$ cat config.mk
export PLATFORM = sky130hd
export DESIGN_NAME = apred_top
export DESIGN_NICKNAME = d
export VERILOG_FILES = /design/src/rtl/apred_pkg.sv /design/src/rtl/apred_split.sv /design/src/rtl/apred_table.sv /design/src/rtl/apred_decide.sv /design/src/rtl/apred_top.sv
export SDC_FILE = /design/constraint.sdc
export NUM_CORES = 1
export LEC_CHECK = 0
export BUFFER_PORTS_ARGS = -buffer_cell sky130_fd_sc_hd__buf_2
export CORE_MARGIN = 2
export CORE_UTILIZATION = 23
export DETAILED_ROUTE_END_ITERATION = 12
export PLACE_DENSITY = 0.43
export SLEW_MARGIN = 40
export SYNTH_ARGS = -nofsm -noshare
export SYNTH_HDL_FRONTEND = slang
export SYNTH_HIERARCHICAL = 1
export SYNTH_SLANG_ARGS = --single-unit
$ cat constraint.sdc
create_clock -name clk -period 4.1 [get_ports clk]
set_input_delay 0.82 -clock clk [delete_from_list [all_inputs] [get_ports clk]]
set_output_delay 0.82 -clock clk [all_outputs]
set_load 0.01 [all_outputs]
$ cat src/rtl/apred_pkg.sv
package apred_pkg;

    typedef enum logic {
        PLACE_FAR   = 1'b0,
        PLACE_LOCAL = 1'b1
    } place_e;

    typedef enum logic [1:0] {
        LOOK_MISS  = 2'd0,
        LOOK_SAME  = 2'd1,
        LOOK_OTHER = 2'd2
    } look_e;

    function automatic int unsigned sat_limit(input int unsigned width);
        return (1 << width) - 1;
    endfunction

endpackage

$ cat src/rtl/apred_split.sv
module apred_split #(
    parameter int ADDR_W = 16,
    parameter int IDX_W  = 3,
    localparam int TAG_W = ADDR_W - IDX_W
) (
    input  logic [ADDR_W-1:0] addr,
    output logic [IDX_W-1:0]  idx,
    output logic [TAG_W-1:0]  tag
);
    always_comb begin
        idx = addr[IDX_W-1:0];
        tag = addr[ADDR_W-1:IDX_W];
    end
endmodule

$ cat src/rtl/apred_table.sv
module apred_table #(
    parameter int IDX_W = 3,
    parameter int TAG_W = 13,
    parameter int CPU_W = 2,
    parameter int CNT_W = 3,
    localparam int ENTRIES = 1 << IDX_W
) (
    input  logic             clk,
    input  logic             rst,
    input  logic             clr,
    input  logic [IDX_W-1:0] rd_idx,
    output logic             rd_valid,
    output logic [TAG_W-1:0] rd_tag,
    output logic [CPU_W-1:0] rd_cpu,
    output logic [CNT_W-1:0] rd_cnt,
    input  logic             wr_en,
    input  logic [IDX_W-1:0] wr_idx,
    input  logic [TAG_W-1:0] wr_tag,
    input  logic [CPU_W-1:0] wr_cpu,
    input  logic [CNT_W-1:0] wr_cnt
);
    logic [ENTRIES-1:0] valid_q;
    logic [TAG_W-1:0]   tag_q [ENTRIES];
    logic [CPU_W-1:0]   cpu_q [ENTRIES];
    logic [CNT_W-1:0]   cnt_q [ENTRIES];

    for (genvar e = 0; e < ENTRIES; e++) begin : g_entry
        logic sel;
        assign sel = wr_en && (wr_idx == IDX_W'(e));

        always_ff @(posedge clk) begin
            if (rst || clr) begin
                valid_q[e] <= 1'b0;
            end else if (sel) begin
                valid_q[e] <= 1'b1;
            end
        end

        always_ff @(posedge clk) begin
            if (sel) begin
                tag_q[e] <= wr_tag;
                cpu_q[e] <= wr_cpu;
                cnt_q[e] <= wr_cnt;
            end
        end
    end

    always_comb begin
        rd_valid = valid_q[rd_idx];
        rd_tag   = tag_q[rd_idx];
        rd_cpu   = cpu_q[rd_idx];
        rd_cnt   = cnt_q[rd_idx];
    end

    // one cycle of clear leaves no entry valid
    a_r9_clear_empties: assert property (@(posedge clk) disable iff (rst)
        clr |=> (valid_q == '0));

    // reset leaves no entry valid
    a_r1_reset_empties: assert property (@(posedge clk)
        rst |=> (valid_q == '0));

    // a written entry is valid in the next cycle unless cleared
    a_r6_write_sets_valid: assert property (@(posedge clk) disable iff (rst)
        (wr_en && !clr) |=> valid_q[$past(wr_idx)]);
endmodule

$ cat src/rtl/apred_decide.sv
module apred_decide
    import apred_pkg::*;
#(
    parameter int TAG_W  = 13,
    parameter int CPU_W  = 2,
    parameter int CNT_W  = 3,
    parameter int THRESH = 3
) (
    input  logic             ent_valid,
    input  logic [TAG_W-1:0] ent_tag,
    input  logic [CPU_W-1:0] ent_cpu,
    input  logic [CNT_W-1:0] ent_cnt,
    input  logic [TAG_W-1:0] req_tag,
    input  logic [CPU_W-1:0] req_cpu,
    output look_e            look,
    output logic [CNT_W-1:0] new_cnt,
    output place_e           place
);
    localparam logic [CNT_W-1:0] CNT_TOP = CNT_W'(sat_limit(CNT_W));

    always_comb begin
        if (!ent_valid || ent_tag != req_tag) begin
            look = LOOK_MISS;
        end else if (ent_cpu == req_cpu) begin
            look = LOOK_SAME;
        end else begin
            look = LOOK_OTHER;
        end
    end

    always_comb begin
        unique case (look)
            LOOK_SAME: new_cnt = (ent_cnt == CNT_TOP) ? CNT_TOP : ent_cnt + 1'b1;
            default:   new_cnt = '0;
        endcase
    end

    always_comb begin
        if (look == LOOK_SAME && int'(new_cnt) > THRESH) begin
            place = PLACE_LOCAL;
        end else begin
            place = PLACE_FAR;
        end
    end

    // only a same-CPU hit may be placed locally
    always_comb begin
        a_r3_local_only_same: assert (place != PLACE_LOCAL || look == LOOK_SAME);
    end

    // the counter never falls on a same-CPU hit
    always_comb begin
        a_r2_no_wrap: assert (look != LOOK_SAME || new_cnt >= ent_cnt);
    end
endmodule

$ cat src/rtl/apred_top.sv
module apred_top
    import apred_pkg::*;
#(
    parameter int ADDR_W = 16,
    parameter int IDX_W  = 3,
    parameter int CPU_W  = 2,
    parameter int CNT_W  = 3,
    parameter int THRESH = 3,
    localparam int TAG_W = ADDR_W - IDX_W
) (
    input  logic              clk,
    input  logic              rst,
    input  logic              inval,
    input  logic              req_valid,
    input  logic [ADDR_W-1:0] req_addr,
    input  logic [CPU_W-1:0]  req_cpu,
    output logic              rsp_valid,
    output logic              rsp_local
);
    logic [IDX_W-1:0] idx;
    logic [TAG_W-1:0] tag;
    logic             ent_valid;
    logic [TAG_W-1:0] ent_tag;
    logic [CPU_W-1:0] ent_cpu;
    logic [CNT_W-1:0] ent_cnt;
    look_e            look;
    logic [CNT_W-1:0] new_cnt;
    place_e           place;
    logic             upd;

    assign upd = req_valid && !inval;

    apred_split #(.ADDR_W(ADDR_W), .IDX_W(IDX_W)) u_split (
        .addr (req_addr),
        .idx  (idx),
        .tag  (tag)
    );

    apred_table #(.IDX_W(IDX_W), .TAG_W(TAG_W), .CPU_W(CPU_W), .CNT_W(CNT_W)) u_table (
        .clk      (clk),
        .rst      (rst),
        .clr      (inval),
        .rd_idx   (idx),
        .rd_valid (ent_valid),
        .rd_tag   (ent_tag),
        .rd_cpu   (ent_cpu),
        .rd_cnt   (ent_cnt),
        .wr_en    (upd),
        .wr_idx   (idx),
        .wr_tag   (tag),
        .wr_cpu   (req_cpu),
        .wr_cnt   (new_cnt)
    );

    apred_decide #(.TAG_W(TAG_W), .CPU_W(CPU_W), .CNT_W(CNT_W), .THRESH(THRESH)) u_decide (
        .ent_valid (ent_valid),
        .ent_tag   (ent_tag),
        .ent_cpu   (ent_cpu),
        .ent_cnt   (ent_cnt),
        .req_tag   (tag),
        .req_cpu   (req_cpu),
        .look      (look),
        .new_cnt   (new_cnt),
        .place     (place)
    );

    always_ff @(posedge clk) begin
        if (rst) begin
            rsp_valid <= 1'b0;
            rsp_local <= 1'b0;
        end else begin
            rsp_valid <= req_valid;
            rsp_local <= upd && (place == PLACE_LOCAL);
        end
    end

    // a request is answered in the next cycle
    a_r7_rsp_follows_req: assert property (@(posedge clk) disable iff (rst)
        req_valid |=> rsp_valid);

    // no answer without a request
    a_r7_no_spurious: assert property (@(posedge clk) disable iff (rst)
        !req_valid |=> (!rsp_valid && !rsp_local));

    // a request that meets an invalidate is answered far
    a_r9_inval_far: assert property (@(posedge clk) disable iff (rst)
        (inval && req_valid) |=> (rsp_valid && !rsp_local));

    // a miss is answered far
    a_r6_miss_far: assert property (@(posedge clk) disable iff (rst)
        (req_valid && look == LOOK_MISS) |=> !rsp_local);

    // a hit from another CPU is answered far
    a_r4_other_far: assert property (@(posedge clk) disable iff (rst)
        (req_valid && look == LOOK_OTHER) |=> !rsp_local);
endmodule

==> results.cfg <==
[die]
floorplan.core_area_um2 = 27000
die_extent_in_x_um = 170
die_area_um2 = 28900
placementRows = 60
floorplan.initialDensity_pct = 23.5
floorplan.io_pins = 24
die_y_um = 170

[min_path]
timing.hold.worst.class = flip-flop to flip-flop
timing.hold.worst_path_depth = 1

[sta]
fin_hold_ws_ns = 0.460
total_count_of_hold_check_failures_in_the_final_report = 0
grt_setup_unrepaired = false
timing.fmax_ghz = 0.275
period_needed_ns = 3.64
max_slew_margin_pct = 47.9
drv_slew = 0
timing_worst_slew_pin_value_ns = 0.781
period_share_pct = 88.7
final.setup_skew_ns = 0.00884
fin_tns_setup_ns = 0
report.final.setup_viol = 0

[detailed_routing]
route.antenna.remaining_nets = 0
drt-wirelength-per-cell_um = 19.0
total_via_count_after_detailed_routing = 2880
wl_mm = 12.9
viasPerCell = 4.24
tritonroute_pass_1_iters = 5
remaining_drc_errors = 0
detail_route.iter0.violations = 235

[grt]
total_global_route_track_usage_pct = 9.61
first_global_vias = 3120
first_pass_grt_wire_length_mm = 19.8
grt_max_degree = 33
overflow = 0
grt_antenna_before_repair = 0

[logic_synthesis]
post_synth_inst_count = 293
synthesized_cell_area_um2 = 6330
mappedNetlistNets = 316
synth.avg_cell_area_um2 = 21.6
yosysWarningCount = 6

[cells_and_area]
post-route-util_pct = 27.6
layoutNonFillerInstCount = 680
final.fill_count = 2637
drive_gt1_share_pct = 37.2
diode_count = 0
fin_nets = 350
footprint_of_the_multi_input_gates_um2 = 1620
seqCellArea_um2 = 4520
area.growth.synth_to_final_pct = 17.6

[clock_network]
h_tree_levels = 4
clk_latency_ns = 0.42
clock_sink_total = 154
cts_max_path_buffers = 2
holdBufCountCts = 0
cts_tree = built
clock-root-buffer = clkbuf_16
clkTransAtPathRegs_ns = 0.06
tritoncts.num_buffers = 17
post_cts_resized = 0
post_cts_buffers = 0

[pwr]
pwr-share-comb_pct = 5.9
total_leakage_power_nw = 2.50
clk_pwr_share_pct = 43.2
sw_frac_of_total_pct = 20.6
irDropWorstVdd_mv = 0.294
p_per_area_nw_per_um2 = 461
psw_mw = 0.705
cell_internal_pwr_mw = 2.73
sequentialPowerShare_pct = 50.9

[critical_path]
rrSetupSlack_ns = 1.15
critPathCaptureType = flip-flop
timing.critical_path.fanout_max = 16
reg2reg_depth = 7
worstReg2RegStart = u_table/tag_q[1][0]$_DFFE_PP_
cp.required_ns = 4.46
worstPathArrival_ns = 4.00
startpoint_type = input pin
worst_setup_path_endpoint = rsp_local$_SDFF_PP0_
critical_path_class = input pin to flip-flop
timing.rr.end = rsp_local$_SDFF_PP0_
worst_setup_path_startpoint = req_addr[0]

[run_status]
run_status = finished clean

[placed_design]
placed_cells_incl_taps = 648
post-dp-hpwl_mm = 7.92
io_buffers = 23
place.gp.congestion = 0.680

[job]
drv.max_cap_violation_count = 0
state kept, by name, indices dropped and copies added (netlist names):
signal,flops
u_table/cnt_q,24
rsp_valid,1
u_table/valid_q,8
rsp_local,1
u_table/cpu_q,16
u_table/tag_q,104
power groups by stage:
stage / clock network (mW) / logic (mW) / registers (mW)
floorplan: 0 / 0.153 / 1.78
detailed placement: 0 / 0.206 / 1.78
global placement: 0 / 0.205 / 1.78
finish: 1.48 / 0.202 / 1.75
CTS: 1.53 / 0.207 / 1.75
global route: 1.59 / 0.220 / 1.75
metrics by stage:
stage | instance area, µm² | setup WS (ns) | power, mW
finish | 7440 | 0.464 | 3.43
global route | 7440 | 0.302 | 3.56
CTS | 7430 | 0.398 | 3.49
detailed placement | 6870 | -0.0344 | 1.99
global placement | 6870 | -0.0635 | 1.98
floorplan | 6330 | 0.540 | 1.93
layout make-up:
cell class / count / area share (%)
flip-flops and latches: 154 / 60.8
multi-input cells: 107 / 21.8
clock buffers: 19 / 5.82
well taps: 341 / 5.74
repair buffers: 42 / 3.84
clock inverters: 12 / 1.72
inverters: 5 / 0.252
worst min path at each step:
| stage | startpoint | to | slack (ns) |
|---|---|---|---|
| finish | u_table/valid_q[5]$_SDFFE_PP0P_ | u_table/valid_q[5]$_SDFFE_PP0P_ | 0.46 |
| global route | u_table/valid_q[5]$_SDFFE_PP0P_ | u_table/valid_q[5]$_SDFFE_PP0P_ | 0.47 |
| CTS | u_table/valid_q[5]$_SDFFE_PP0P_ | u_table/valid_q[5]$_SDFFE_PP0P_ | 0.46 |
| detailed placement | u_table/valid_q[5]$_SDFFE_PP0P_ | u_table/valid_q[5]$_SDFFE_PP0P_ | 0.45 |
| global placement | u_table/valid_q[1]$_SDFFE_PP0P_ | u_table/valid_q[1]$_SDFFE_PP0P_ | 0.45 |
| floorplan | u_table/valid_q[1]$_SDFFE_PP0P_ | u_table/valid_q[1]$_SDFFE_PP0P_ | 0.43 |
per-layer routing:
metal	track usage (%)	routed length (µm)
met5	0	0
met4	3.46	168
met3	2.28	264
met2	15.6	6390
met1	12.6	6100
critical path, stage by stage:
cell,delay (ns)
buf_2,0.49
mux4_1,0.63
mux2_4,0.28
xor2_1,0.15
nor4_1,0.62
and3_1,0.30
and4_1,0.41
and4bb_2,0.26
cells in the final DEF (no fill, tap or decap), types with 3 or more instances in the layout:
cell type / instances
and4_1: 4
inv_1: 5
edfxtp_1: 144
xnor2_1: 6
clkinvlp_4: 4
and4b_1: 3
nor4bb_4: 3
clkbuf_16: 17
mux4_2: 29
o21a_1: 8
buf_2: 22
nor2_1: 4
nand2_1: 3
mux2_4: 18
dfxtp_1: 10
clkinv_2: 4
xor2_1: 4
buf_4: 18
mux4_1: 9
Power figures use the tool's default switching activity.
